<file path="src/rtl/div_pkg.sv">
package div_pkg;

  typedef enum logic [1:0] {
    ST_IDLE = 2'd0,
    ST_RUN  = 2'd1,
    ST_FIX  = 2'd2
  } div_state_e;

endpackage

</file>
<file path="src/rtl/div_core.sv">
module div_core #(
  parameter int W = 32
) (
  input  logic           clk,
  input  logic           rst_n,
  input  logic           load,
  input  logic           step,
  input  logic [W-1:0]   load_value,
  input  logic [W-1:0]   dvsr,
  output logic [2*W-1:0] rem_q,
  output logic [2*W-1:0] rem_next
);

  localparam int RW = 2 * W;

  // shift first, then try the subtraction on the upper W+1 bits
  logic [RW:0]  shifted;
  logic [W:0]   upper;
  logic [W:0]   trial;
  logic         q_bit;

  function automatic logic [W:0] try_sub(input logic [W:0] a, input logic [W-1:0] d);
    return a - {1'b0, d};
  endfunction

  always_comb begin
    shifted = {rem_q, 1'b0};
    upper   = shifted[RW:W];
    trial   = try_sub(upper, dvsr);
    q_bit   = ~trial[W];
    if (q_bit)
      rem_next = {trial[W-1:0], shifted[W-1:1], 1'b1};
    else
      rem_next = shifted[RW-1:0];
  end

  always_ff @(posedge clk or negedge rst_n) begin
    if (!rst_n)
      rem_q <= '0;
    else if (load)
      rem_q <= {{W{1'b0}}, load_value};
    else if (step)
      rem_q <= rem_next;
  end


  rem_bound_chk: assert property (@(posedge clk) disable iff (!rst_n)
    (step && !load && dvsr != '0) |=> (rem_q[RW-1:W] < $past(dvsr)));

endmodule

</file>
<file path="src/rtl/div_sign_fix.sv">
module div_sign_fix #(
  parameter int W = 32
) (
  input  logic [W-1:0] mag_q,
  input  logic [W-1:0] mag_r,
  input  logic         neg_q,
  input  logic         neg_r,
  output logic [W-1:0] q,
  output logic [W-1:0] r
);

  function automatic logic [W-1:0] negate_if(input logic [W-1:0] v, input logic n);
    return n ? (~v + 1'b1) : v;
  endfunction

  always_comb begin
    q = negate_if(mag_q, neg_q);
    r = negate_if(mag_r, neg_r);
  end

endmodule

</file>
<file path="src/rtl/seq_divider.sv">
module seq_divider
  import div_pkg::*;
#(
  parameter int W = 32
) (
  input  logic         clk,
  input  logic         rst_n,
  input  logic         start,
  input  logic         is_signed,
  input  logic [W-1:0] dividend,
  input  logic [W-1:0] divisor,
  output logic         busy,
  output logic         done,
  output logic [W-1:0] quotient,
  output logic [W-1:0] remainder,
  output logic         div_by_zero
);

  localparam int RW = 2 * W;
  localparam int CW = $clog2(W) + 1;
  localparam logic [CW-1:0] LAST = CW'(W - 1);

  div_state_e    state;
  logic          sgn_l, negq_l, negr_l, dz_l;
  logic [W-1:0]  dvd_l, dvs_l, dvs_mag;
  logic [CW-1:0] cnt;

  function automatic logic [W-1:0] mag_of(input logic [W-1:0] v, input logic s);
    return (s && v[W-1]) ? (~v + 1'b1) : v;
  endfunction

  // named events for the checks
  logic accept, step_en, last_step, finish;
  assign accept    = start && (state == ST_IDLE);
  assign step_en   = (state == ST_RUN);
  assign last_step = step_en && (cnt == LAST);
  assign finish    = (last_step && !sgn_l) || (state == ST_FIX);
  assign busy      = (state != ST_IDLE);

  logic [W-1:0]  dvd_mag_in;
  logic [RW-1:0] rem_q, rem_nx, src;
  logic [W-1:0]  fix_q, fix_r;

  assign dvd_mag_in = mag_of(dividend, is_signed);

  div_core #(.W(W)) u_core (
    .clk        (clk),
    .rst_n      (rst_n),
    .load       (accept),
    .step       (step_en),
    .load_value (dvd_mag_in),
    .dvsr       (dvs_mag),
    .rem_q      (rem_q),
    .rem_next   (rem_nx)
  );

  assign src = (state == ST_FIX) ? rem_q : rem_nx;

  div_sign_fix #(.W(W)) u_fix (
    .mag_q (src[W-1:0]),
    .mag_r (src[RW-1:W]),
    .neg_q (negq_l),
    .neg_r (negr_l),
    .q     (fix_q),
    .r     (fix_r)
  );

  always_ff @(posedge clk or negedge rst_n) begin
    if (!rst_n) begin
      state       <= ST_IDLE;
      cnt         <= '0;
      sgn_l       <= 1'b0;
      negq_l      <= 1'b0;
      negr_l      <= 1'b0;
      dz_l        <= 1'b0;
      dvd_l       <= '0;
      dvs_l       <= '0;
      dvs_mag     <= '0;
      done        <= 1'b0;
      quotient    <= '0;
      remainder   <= '0;
      div_by_zero <= 1'b0;
    end else begin
      done <= finish;
      unique case (state)
        ST_IDLE: if (accept) begin
          sgn_l   <= is_signed;
          dvd_l   <= dividend;
          dvs_l   <= divisor;
          dvs_mag <= mag_of(divisor, is_signed);
          negq_l  <= is_signed && (dividend[W-1] ^ divisor[W-1]);
          negr_l  <= is_signed && dividend[W-1];
          dz_l    <= (divisor == '0);
          cnt     <= '0;
          state   <= ST_RUN;
        end
        ST_RUN: begin
          cnt <= cnt + 1'b1;
          if (last_step) state <= sgn_l ? ST_FIX : ST_IDLE;
        end
        ST_FIX:  state <= ST_IDLE;
        default: state <= ST_IDLE;
      endcase
      if (finish) begin
        quotient    <= dz_l ? '1 : fix_q;
        remainder   <= dz_l ? dvd_l : fix_r;
        div_by_zero <= dz_l;
      end
    end
  end


  start_accept_chk: assert property (@(posedge clk) disable iff (!rst_n)
    (start && !busy) |=> busy);


  done_pulse_chk: assert property (@(posedge clk) disable iff (!rst_n)
    done |=> !done);


  busy_ignore_chk: assert property (@(posedge clk) disable iff (!rst_n)
    (busy && start) |=> ($stable(dvd_l) && $stable(dvs_l) && $stable(sgn_l)));


  unsigned_identity_chk: assert property (@(posedge clk) disable iff (!rst_n)
    (done && !sgn_l && !dz_l) |->
      (({{W{1'b0}}, dvd_l} == ({{W{1'b0}}, quotient} * {{W{1'b0}}, dvs_l}
                               + {{W{1'b0}}, remainder})) && (remainder < dvs_l)));


  zero_divisor_chk: assert property (@(posedge clk) disable iff (!rst_n)
    (done && dz_l) |-> (div_by_zero && quotient == '1 && remainder == dvd_l));


  hold_chk: assert property (@(posedge clk) disable iff (!rst_n)
    (!done && !$past(finish)) |-> ($stable(quotient) && $stable(remainder)));

endmodule

</file>
<file path="config.mk">
export PLATFORM = sky130hd
export DESIGN_NAME = seq_divider
export DESIGN_NICKNAME = d
export VERILOG_FILES = /design/src/rtl/div_pkg.sv /design/src/rtl/div_core.sv /design/src/rtl/div_sign_fix.sv /design/src/rtl/seq_divider.sv
export SDC_FILE = /design/constraint.sdc
export NUM_CORES = 1
export LEC_CHECK = 0
export BUFFER_PORTS_ARGS = -buffer_cell sky130_fd_sc_hd__buf_2
export CORE_UTILIZATION = 65
export DETAILED_ROUTE_END_ITERATION = 6
export PLACE_DENSITY = 0.88
export REMOVE_ABC_BUFFERS = 1
export SLEW_MARGIN = 40
export SYNTH_ARGS = -nofsm -noshare
export SYNTH_HDL_FRONTEND = slang
export SYNTH_SLANG_ARGS = --single-unit
</file>
<file path="constraint.sdc">
create_clock -name clk -period 8.2 [get_ports clk]
set_input_delay 1.64 -clock clk [delete_from_list [all_inputs] [get_ports clk]]
set_output_delay 1.64 -clock clk [all_outputs]
set_load 0.01 [all_outputs]
</file>
==> impl_metrics.toml <==
[floorplanning]
fp.dieH_um = 151.7
start_util_pct = 66.55
io_pins = 135
core-area_mm2 = 0.02189
die_w_um = 151.7
rows = 54
die_area_mm2 = 0.02302

[synthesis]
synth_compound_area_share_pct = 25.58
synth_ff_type = "dfrtp_1"
synth_top_family_by_area = "compound AO/OA/AOI/OAI gates"
seq_area_frac_synth_pct = 35.38
synth-simple-area-share_pct = 21.87
synth_edf_count = 0
ys_ff_latch = 206
syn_inst = 1857
synth_area_per_cell_um2 = 7.845
synth.mux.area_fraction_pct = 2.362
syn_area_mm2 = 0.01457
async_reset_ff_share_pct = 100.0
synth_warnings = 0
yosys.cell_types.count = 92
synthAdderAreaFrac_pct = 3.315
synth_xor_area_share_pct = 6.432

[worst_setup_path]
critical_path_class = "register to register"
crit_required_ns = 8.58
startpoint_type = "register"
cp_data_arrival_time_ns = 6.57
cp_max_fo = 44
endpoint_kind = "register"
reg2regPathDepth = 22

[cells_and_area]
diodes = 0
fillers = 1684
seq_area_mm2 = 0.005156
area_growth_pct = 10.44
multi_input_area_mm2 = 0.008715
fin_nets = 2013
post-route-util_pct = 73.50
stdcell_area_mm2 = 0.01609
drive_gt1_share_pct = 12.17

[run_status]
failed_checks = "DRC"
status = "complete, but fails checks"

[placed_design]
dp_hpwl_um = 28310
io_buffers = 134
gp_congestion = 1.033
place_area_mm2 = 0.01530

[clock_network]
path_clk_slew_ns = 0.06
root_buffer = "clkbuf_16"
clkLatencyLatePin_ns = 0.53
postCtsHoldBufs = 0
cts_buffers = 23
cts_setup_buffers = 0
cts.path.max_buffers = 3
cts_tree = "built"
cts_resized = 0
cts_max_level = 1
cts.sinks = 206

[timing]
rsz0062_at_grt = "no"
slew_headroom_pct = 42.86
finalHoldViolCount = 0
fin_crit_ns = 6.183
tns_ns = 0
fin_crit_sh_pct = 75.41
worstMarginPinSlew_ns = 0.8492
skew_ns = 0.02190
setup_viol = 0
slew_violations = 0
fmax_ghz = 0.1617

[pwr]
switching_power_uw = 3314
p_seq_share_pct = 24.8
p_int_uw = 3588
p_clk_share_pct = 15.9
vdd_drop_max_mv = 0.2945
power_switching_share_pct = 48.01
p_leak_uw = 0.006965
power_frac_comb_pct = 59.3
p_per_area_mw_per_mm2 = 428.9

[job]
maxCapViolCount = 0

[global_routing]
grt_pass1_vias = 13650
grt_pass1_wl_um = 66430
grt-ovfl-total = 0
grt_max_degree = 129
globalRouteTotalUtil_pct = 36.03
antenna_found_initial = 1

[drt]
wirelength_um = 41290
firstDrtPassIters = 7
drt_iter0_markers = 1404
ant_nets = 0
routedWlPerCell_um = 18.74
vias_per_cell = 6.676
vias = 14710
drc = 6

[min_path]
hold_path_depth = 2
hold_class = "register to register"
-- registers in the layout (all words and copies together), names as in the netlist, 2 cells and up --
register and flops:
cnt 6, dvs_mag 32, state 2, u_core.rem_q 64, remainder 32, dvd_l 32
quotient 32
-- power by group through the flow --
stage	logic [uW]	registers [uW]	clock network (uW)
after floorplan	3100	1600	0
after global placement	3810	1680	0
after detailed placement	3970	1710	0
after CTS	4020	1690	1100
after global routing	4510	1740	1130
final	4100	1710	1090
-- cells in the final DEF, fill, tap and decap left out, types with 6 or more instances in the layout --
cell type / count
xnor2_1: 58
o22ai_1: 12
nor2_1: 140
o22a_1: 18
o31ai_1: 24
o21ai_0: 190
o41ai_1: 6
and3_1: 10
a211oi_1: 25
or3_1: 25
inv_1: 64
mux2i_1: 31
nand3_1: 72
buf_2: 133
dfrtp_1: 205
nand2_1: 308
buf_4: 13
or2_2: 6
clkbuf_16: 24
a21oi_1: 142
nand2b_1: 7
o221ai_1: 6
or4_1: 6
o211ai_1: 17
a31oi_1: 37
nand4_1: 17
nor3_1: 31
a31o_2: 7
a21o_1: 17
xor2_1: 49
nor4_1: 10
and2_1: 18
ha_1: 37
o21a_1: 14
nor3b_1: 6
-- cell usage after synthesis (10+ instances only) --
| cell | count | area, um2 |
|---|---|---|
| nor4_1 | 10 | 62.56 |
| xnor2_1 | 58 | 508.0 |
| nor2_1 | 142 | 533.0 |
| o22ai_1 | 12 | 75.07 |
| buf_1 | 15 | 56.30 |
| clkbuf_1 | 105 | 394.1 |
| a211oi_1 | 25 | 187.7 |
| ha_1 | 37 | 462.9 |
| nand2_1 | 310 | 1164 |
| o31ai_1 | 24 | 180.2 |
| inv_1 | 64 | 240.2 |
| o21a_1 | 14 | 105.1 |
| xor2_1 | 49 | 429.2 |
| nor3_1 | 31 | 155.2 |
| dfrtp_1 | 206 | 5155 |
| mux2i_1 | 31 | 310.3 |
| and2_1 | 18 | 112.6 |
| a31oi_1 | 37 | 231.5 |
| a21o_1 | 17 | 127.6 |
| nand4_1 | 17 | 106.4 |
| nand3_1 | 72 | 360.4 |
| a21oi_1 | 142 | 710.7 |
| o211ai_1 | 17 | 127.6 |
| and3_1 | 10 | 62.56 |
| o22a_1 | 18 | 157.7 |
| o21ai_0 | 190 | 950.9 |
| or3_1 | 25 | 156.4 |
-- layer usage --
| layer | track usage [%] | wire (um) |
|---|---|---|
| met1 | 47.86 | 16430 |
| met2 | 58.45 | 19300 |
| met3 | 6.138 | 4062 |
| met4 | 14.31 | 1486 |
| met5 | 0 | 13 |
-- cell families (layout without fill, tap and decap cells) --
| kind of cell | after synthesis | count (layout) |
|---|---|---|
| compound gates | 588 | 588 |
| xor+xnor | 107 | 107 |
| fa+ha+maj | 38 | 38 |
| buf+inv | 192 | 258 |
| flops | 206 | 206 |
| mux | 34 | 34 |
| simple gates | 692 | 692 |
-- critical path, stage by stage, from the launching register on --
cell and delay (ns):
dfrtp_1 0.50, inv_1 0.14, ha_1 0.17, inv_1 0.06
fa_1 0.48, a211oi_4 0.34, nor3_2 0.13, o211ai_2 0.26
nand2_2 0.16, a311o_2 0.48, nand2_2 0.65, nor2_1 0.08
a21oi_1 0.20, a21o_1 0.19, ha_1 0.23, o211a_1 0.19
nand3_1 0.08, mux2_2 0.29, a31oi_1 0.34, nand3_1 0.36
o41ai_2 0.44, xor2_1 0.17, o22ai_1 0.09
-- path summary, 6_finish.rpt --
check                                       from            end  slack [ns]
worst max-delay path            u_core.rem_q[31]  remainder[30]        2.02
worst min-delay path                   dvd_l[13]      dvd_l[13]        0.47
worst max register to register  u_core.rem_q[31]  remainder[30]        2.02
worst min register to register         dvd_l[13]      dvd_l[13]        0.47
max in group asynchronous                  rst_n         negr_l        5.81
min in group asynchronous                  rst_n           dz_l        1.11
-- metrics by stage --
stage,setup WS (ns),hold WS (ns),instances,power (uW)
after global routing,1.611,0.4963,2203,7391
after global placement,2.424,0.4546,2161,5495
after detailed placement,2.156,0.4569,2162,5676
after CTS,2.108,0.4724,2203,6807
final,2.017,0.4718,2203,6902
after floorplan,2.330,0.4379,1732,4700
-- area by class of cell --
cell class / count / area share, %
clock buffers: 33 / 4.121
clock inverters: 8 / 0.7854
inverters: 67 / 1.579
multi-input cells: 1459 / 54.16
flip-flops and latches: 206 / 32.05
well taps: 280 / 2.177
repair buffers: 150 / 5.132
Note: power is estimated with default switching activity, not from simulation.
